===== src/rtl/temp_seq_pkg.sv =====
`timescale 1ns/1ps
package temp_seq_pkg;
  localparam int SMP_W  = 12;
  localparam int TEMP_W = SMP_W + 4;
  localparam int RES_W  = 2;

  typedef enum logic {ST_IDLE, ST_CONV} seq_state_e;

  // keep the top (SMP_W-3+code) bits of the result, i.e. 9..12 bits
  function automatic logic [TEMP_W-1:0] res_mask(input logic [RES_W-1:0] code);
    return {TEMP_W{1'b1}} << (TEMP_W - (SMP_W - 3 + int'(code)));
  endfunction
endpackage


===== src/rtl/conv_seq_ctrl.sv =====
`timescale 1ns/1ps
module conv_seq_ctrl
  import temp_seq_pkg::*;
#(
  parameter int BASE_TICKS = 4
) (
  input  logic             clk,
  input  logic             rst,
  input  logic             tick_i,
  input  logic             shutdown_i,
  input  logic [RES_W-1:0] res_i,
  output logic             finish_o,
  output logic [RES_W-1:0] res_q_o
);
  localparam int MAX_P = BASE_TICKS << ((1 << RES_W) - 1);
  localparam int CNT_W = $clog2(MAX_P + 1);

  seq_state_e       state;
  logic [CNT_W-1:0] cnt;
  logic [CNT_W-1:0] period;
  logic [RES_W-1:0] res_q;
  logic             last;

  assign period   = CNT_W'(BASE_TICKS) << res_q;
  assign last     = (cnt == period - 1'b1);
  assign finish_o = (state == ST_CONV) && tick_i && last;
  assign res_q_o  = res_q;

  always_ff @(posedge clk) begin
    if (rst) begin
      state <= ST_IDLE;
      cnt   <= '0;
      res_q <= '0;
    end else begin
      case (state)
        ST_IDLE: begin
          if (tick_i && !shutdown_i) begin
            state <= ST_CONV;
            cnt   <= '0;
            res_q <= res_i;
          end
        end
        default: begin
          if (tick_i) begin
            if (last) begin
              cnt <= '0;
              if (shutdown_i) state <= ST_IDLE;
              else            res_q <= res_i;
            end else begin
              cnt <= cnt + 1'b1;
            end
          end
        end
      endcase
    end
  end


  cnt_bound_chk: assert property (@(posedge clk) disable iff (rst)
    (state == ST_CONV) |-> (cnt < period));


  res_hold_chk: assert property (@(posedge clk) disable iff (rst)
    (state == ST_CONV && !finish_o) |=> $stable(res_q));


  standby_hold_chk: assert property (@(posedge clk) disable iff (rst)
    (state == ST_IDLE && shutdown_i) |=> (state == ST_IDLE));
endmodule


===== src/rtl/conv_result_reg.sv =====
`timescale 1ns/1ps
module conv_result_reg
  import temp_seq_pkg::*;
(
  input  logic              clk,
  input  logic              rst,
  input  logic              load_i,
  input  logic [RES_W-1:0]  res_i,
  input  logic [SMP_W-1:0]  sample_i,
  output logic [TEMP_W-1:0] temp_o,
  output logic              done_o
);
  always_ff @(posedge clk) begin
    if (rst) begin
      temp_o <= '0;
      done_o <= 1'b0;
    end else begin
      done_o <= load_i;
      if (load_i) temp_o <= {sample_i, 4'b0000} & res_mask(res_i);
    end
  end


  lsb_clear_chk: assert property (@(posedge clk) disable iff (rst)
    done_o |-> ((temp_o & ~res_mask($past(res_i))) == '0));


  done_single_chk: assert property (@(posedge clk) disable iff (rst)
    done_o |=> !done_o);


  temp_hold_chk: assert property (@(posedge clk) disable iff (rst)
    !done_o |-> $stable(temp_o));
endmodule


===== src/rtl/temp_conv_seq.sv =====
`timescale 1ns/1ps
module temp_conv_seq
  import temp_seq_pkg::*;
#(
  parameter int BASE_TICKS = 4
) (
  input  logic        clk,
  input  logic        rst,
  input  logic        tick_i,
  input  logic        shutdown_i,
  input  logic [1:0]  res_i,
  input  logic [11:0] sample_i,
  output logic [15:0] temp_o,
  output logic        done_o
);
  logic             finish;
  logic [RES_W-1:0] res_act;

  conv_seq_ctrl #(.BASE_TICKS(BASE_TICKS)) u_ctrl (
    .clk        (clk),
    .rst        (rst),
    .tick_i     (tick_i),
    .shutdown_i (shutdown_i),
    .res_i      (res_i),
    .finish_o   (finish),
    .res_q_o    (res_act)
  );

  conv_result_reg u_res (
    .clk      (clk),
    .rst      (rst),
    .load_i   (finish),
    .res_i    (res_act),
    .sample_i (sample_i),
    .temp_o   (temp_o),
    .done_o   (done_o)
  );


  done_on_tick_chk: assert property (@(posedge clk) disable iff (rst)
    done_o |-> $past(tick_i));
endmodule


===== config.mk =====
export PLATFORM = sky130hd
export DESIGN_NAME = temp_conv_seq
export DESIGN_NICKNAME = d
export VERILOG_FILES = /design/src/rtl/temp_seq_pkg.sv /design/src/rtl/conv_seq_ctrl.sv /design/src/rtl/conv_result_reg.sv /design/src/rtl/temp_conv_seq.sv
export SDC_FILE = /design/constraint.sdc
export NUM_CORES = 1
export LEC_CHECK = 0
export BUFFER_PORTS_ARGS = -buffer_cell sky130_fd_sc_hd__buf_2
export CAP_MARGIN = 10
export CORE_MARGIN = 10
export CORE_UTILIZATION = 30
export CTS_CLUSTER_DIAMETER = 50
export CTS_CLUSTER_SIZE = 16
export DETAILED_ROUTE_END_ITERATION = 8
export GPL_TIMING_DRIVEN = 0
export PLACE_DENSITY_LB_ADDON = 0.2
export SYNTH_ARGS = -nofsm -noshare
export SYNTH_HDL_FRONTEND = slang
export SYNTH_HIERARCHICAL = 1
export SYNTH_SLANG_ARGS = --single-unit

===== constraint.sdc =====
create_clock -name clk -period 2.6 [get_ports clk]
set_input_delay 0.13 -clock clk [delete_from_list [all_inputs] [get_ports clk]]
set_output_delay 0.13 -clock clk [all_outputs]
set_load 0.01 [all_outputs]

After elaboration in Yosys (flattened, before gate mapping)
Cells that the tools add are included.
W data, S select, Z words.

word-level totals
  register bits = 26
  bits of input ports = 18
  output and inout bits = 17
  word-level logic and storage cells = 37

operators by class
  $add $sub $neg = 4
  equal/unequal tests = 4
  shift-type cells = 2
  muxes and demuxes = 14
  bitwise operators = 1
  reductions and logical operators = 7

operator list
  kind                      count
  $shl A16 B32 Y16 const A  1
  $sub A6 B32 Y32 const A   1
  $mux W6                   4
  $and A16 B16 Y16          1
  $mux W2                   5
  $add A6 B1 Y6 const B     1
  $eq A6 B6 Y1              1
  $ne A2 B2 Y1 const B      3
  $shl A3 B2 Y6 const A     1
  $sub A6 B1 Y6 const B     1
  $add A4 B2 Y5 const A     1
  $mux W1                   5
  $reduce_and A4 Y1         1
  $logic_and A1 B1 Y1       3
  $reduce_and A2 Y1         1
  $reduce_bool A2 Y1        1
  $logic_not A1 Y1          1

Depth between registers and ports, before layout
  word-level depth = 6
  depth in mapped cells = 8
  mapped depth without buffers = 6

Cells and area by module
The synthesis kept the hierarchy.

modules (own cells, without submodules)
  module           instances  cells each  area each (um^2)  sequential area each (um^2)
  conv_result_reg  1          49          516.7             260.2
  conv_seq_ctrl    1          55          514.2             180.2

Least setup slack after synthesis
No wires, ideal clock.

  path kind = register to register
  from = register u_ctrl.res_q[1] (netlist: u_ctrl/res_q_o[1])
  to = register u_res.temp_o[10]
  library setup time = 118 ps
  arrival = 1,702 ps
  data required time = 2,482 ps
  path slack = 780 ps
  stages on the path, launching flop included = 8
  path buffers = 2
  period minus slack after synthesis = 1,820 ps
  cells stage by stage = dfxtp_1 > xnor2_1 > a311o_1 > nor4_1 > buf_6 > buf_12 > mux2i_1 > nor2_1

between the ends
  word-level cells in the longest chain between the ends = 4
  elaborated cells between the ends (all ways) = 8
  classes of those cells = 3 x add/sub; 1 x eq/ne; 2 x shift; 1 x bitwise; 1 x reduce/logical

RTL lines
  element                 line                   source
  start, declared         conv_seq_ctrl.sv:21    logic [RES_W-1:0] res_q;
  start signal, assigned  conv_seq_ctrl.sv:40    res_q <= res_i;
  start signal, assigned  conv_seq_ctrl.sv:48    else res_q <= res_i;
  $shl A3 B2 Y6           conv_seq_ctrl.sv:24    assign period = CNT_W'(BASE_TICKS) << res_q;
  $sub A6 B1 Y6           conv_seq_ctrl.sv:25    assign last = (cnt == period - 1'b1);
  $eq A6 B6 Y1            conv_seq_ctrl.sv:25
  $logic_and A1 B1 Y1     conv_seq_ctrl.sv:26    assign finish_o = (state == ST_CONV) && tick_i && last;
  named net finish        temp_conv_seq.sv:16    logic finish;
  end signal, assigned    conv_result_reg.sv:19  if (load_i) temp_o <= {sample_i, 4'b0000} & res_mask(res_i);
  end, declared           conv_result_reg.sv:10  output logic [TEMP_W-1:0] temp_o,

The timed path passes the listed nets, and every way through them passes these cells.
A chain may end at the register's enable or synchronous reset.

Worst setup path after layout
  from = register u_ctrl.res_q[1] (netlist: u_ctrl/res_q_o[1])
  to = register u_res.temp_o[8]

Same word-level chain as after synthesis.

==> flow_summary.json <==
{
  "die_area_sq_mm": 0.00618,
  "use_met2_pct": 12.0,
  "min_period_ns": 2.02,
  "synth_seq_cells": 22,
  "hold_buffers": 0,
  "drive_gt1_share_pct": 31.9,
  "hold_viol": 0,
  "busiest_layer": "met2",
  "postLayoutCoreUtil_pct": 39.0,
  "htreeDepth": 1,
  "crit_chain": "xnor2_1 -> a311o_1 -> nor4_1 -> buf_6 -> buf_12 -> mux2i_1 -> nor2_1",
  "whs_ns": 0.0341,
  "place_congestion": 0.771,
  "rows": 21,
  "drt_iter0_drc": 53,
  "maxSlewViolCount": 0,
  "worstPathRequired_ns": 2.82,
  "syn_inst": 104,
  "grt_pass1_vias": 840,
  "drv_cap": 0,
  "fp.dieW_microns": 78.6,
  "ys_types": 31,
  "grt_overflow": 0,
  "cp-end-kind": "flip-flop",
  "crit_fanout": 10,
  "ant_nets": 0,
  "fmax_mhz": 495,
  "grtUsageTotal_pct": 7.65,
  "cts.clk_slew.worst_paths_ns": 0.13,
  "syn_area_sq_mm": 0.00103,
  "initial_core_util_pct": 30.9,
  "die-height_microns": 78.6,
  "cts_buffers": 3,
  "avgSynthCellArea_sq_um": 9.91,
  "drc": 0,
  "setup_viol": 0,
  "criticalPathCategory": "reg2reg",
  "cts_sinks": 22,
  "vdd_drop_max_mv": 0.214,
  "power_density_mw_per_mm2": 513,
  "cp_data_arrival_time_ns": 2.24,
  "vias": 829,
  "critPathLaunchType": "flip-flop",
  "grt_antenna_before_repair": 0,
  "num_io_pins": 35,
  "power_uw": 668,
  "setup_tns_ns": 0,
  "critPathSlowestCell": "dfxtp_1",
  "grt_pass1_wl_microns": 3930,
  "cts_max_path_buffers": 2,
  "routed_via_density": 4.43,
  "routed_wl_microns": 2320,
  "clockRootBuffer": "clkbuf_4",
  "pre_cts_ws_ns": 0.601,
  "power_leakage_nw": 0.538,
  "placed_area_sq_mm": 0.00125,
  "tritoncts": "yes",
  "avgRoutedWirePerCell_microns": 12.4,
  "worst_slack_ns": 0.579,
  "place_inst": 183,
  "grt_max_degree": 14,
  "fin_nets": 161,
  "hold_path.class": "in2reg",
  "core_sq_mm": 0.00334,
  "antenna_cells": 0,
  "clock_latency_ns": 0.31,
  "yosysSeqAreaShare_pct": 42.7,
  "cp_slowest_stage_delay_ns": 0.50,
  "use_met1_pct": 9.50,
  "stdcell_count": 187,
  "ys_warn_count": 6,
  "rsz0062_at_grt": "false",
  "io_buffers": 30,
  "dr.pass1.iters": 4,
  "use_met3_pct": 1.59,
  "postCtsSetupRepairBufs": 0,
  "finalCritPeriodShare_pct": 77.7,
  "dp_hpwl_microns": 1840,
  "fin_skew_ns": 0.00360,
  "status": "finished, final reports clean",
  "ctsResizeCount": 0,
  "finalInstanceArea_sq_mm": 0.00130,
  "syn2layout_area_growth_pct": 26.3,
  "fill_cells": 354
}
routing by layer:
layer | vias up | routed length [microns] | part of all wire (%)
met3 | 2 | 69 | 3.0
met5 | - | 0 | 0
li1 | 430 | - | -
met2 | 16 | 1120 | 48
met4 | 0 | 29 | 1.2
met1 | 381 | 1100 | 47
report_power, final:
part | leakage, nW | total (mW) | internal [mW] | switching, mW
Clock | 0.0279 | 0.264 | 0.156 | 0.109
Sequential | 0.178 | 0.348 | 0.342 | 0.00611
Combinational | 0.332 | 0.0559 | 0.0264 | 0.0295
Total | 0.538 | 0.668 | 0.524 | 0.144
critical path, delay by kind of cell, from the launching register on:
family          cells  cell delay (ns)
mux                 1             0.19
simple gates        2             0.37
flops               1             0.50
xor+xnor            1             0.12
compound gates      1             0.42
buf+inv             2             0.33
layout by cell type (no fill, tap or decap), drive strengths merged, types with 4 or more instances in the layout:
cell type	n
a211oi	8
a21oi	6
buf	37
clkbuf	4
conb	4
dfxtp	22
mux2i	12
nand2b	9
nor2	9
xnor2	4
cell families (layout without fill, tap and decap cells):
group | after synthesis | after routing | synth area share, %
AND/OR/NAND/NOR | 31 | 31 | 16.6
buffers and inverters | 11 | 45 | 7.89
flip-flops | 22 | 22 | 42.7
XOR/XNOR | 7 | 7 | 5.95
multiplexers | 12 | 12 | 11.7
other | 1 | 4 | 0.364
AO/OA/AOI/OAI | 19 | 19 | 13.6
adder cells (fa/ha/maj) | 1 | 1 | 1.21
registers in the layout (all words and copies together), names as in the netlist:
register	flops
u_ctrl/cnt	6
u_ctrl/state	1
u_ctrl/res_q_o	2
u_res/done_o	1
u_res/temp_o	12
path summary, 6_finish.rpt:
| path | start | endpoint | slack [ns] | cells after the start |
|---|---|---|---|---|
| setup reg to reg | u_ctrl/res_q_o[1]$_SDFFE_PP0P_ | u_res/temp_o[8]$_SDFFE_PP0P_ | 0.58 | 7 |
| hold reg to reg | u_res/temp_o[4]$_SDFFE_PP0P_ | u_res/temp_o[4]$_SDFFE_PP0P_ | 0.48 | 2 |
| hold / removal | rst | u_res/done_o$_SDFF_PP0_ | 0.03 | 2 |
| setup / recovery | u_ctrl/res_q_o[1]$_SDFFE_PP0P_ | u_res/temp_o[8]$_SDFFE_PP0P_ | 0.58 | 7 |
synth_stat cells:
| library cell | count | share of area (%) |
|---|---|---|
| a211oi_1 | 7 | 5.1 |
| a211oi_2 | 1 | 1.2 |
| a21oi_1 | 4 | 1.9 |
| a21oi_2 | 2 | 1.7 |
| a311o_1 | 1 | 0.97 |
| and2_1 | 2 | 1.2 |
| and3_1 | 2 | 1.2 |
| and3_2 | 1 | 0.73 |
| buf_12 | 1 | 1.9 |
| buf_2 | 1 | 0.48 |
| buf_4 | 4 | 2.9 |
| buf_6 | 1 | 1.1 |
| clkbuf_1 | 1 | 0.36 |
| conb_1 | 1 | 0.36 |
| dfxtp_1 | 22 | 43 |
| ha_1 | 1 | 1.2 |
| inv_1 | 3 | 1.1 |
| mux2i_1 | 12 | 12 |
| nand2b_1 | 9 | 5.5 |
| nand3_1 | 2 | 0.97 |
| nand4_1 | 3 | 1.8 |
| nor2_1 | 9 | 3.3 |
| nor2b_1 | 1 | 0.61 |
| nor4_1 | 1 | 0.61 |
| o211ai_1 | 1 | 0.73 |
| o21ai_1 | 1 | 0.48 |
| o21bai_1 | 1 | 0.73 |
| o31ai_1 | 1 | 0.73 |
| or2b_1 | 1 | 0.73 |
| xnor2_1 | 4 | 3.4 |
| xor2_1 | 3 | 2.5 |
cell type report:
type | instances | area (sq um) | area share [%]
Clock inverter | 1 | 30.0 | 2.31
Multi-Input combinational cell | 74 | 520 | 40.0
Timing Repair Buffer | 30 | 150 | 11.5
Sequential cell | 22 | 440 | 33.8
Clock buffer | 3 | 22.5 | 1.73
Inverter | 3 | 11.3 | 0.865
Buffer | 8 | 70.1 | 5.38
Tap cell | 46 | 57.6 | 4.42
No activity file was read; power rests on OpenSTA's default activity.
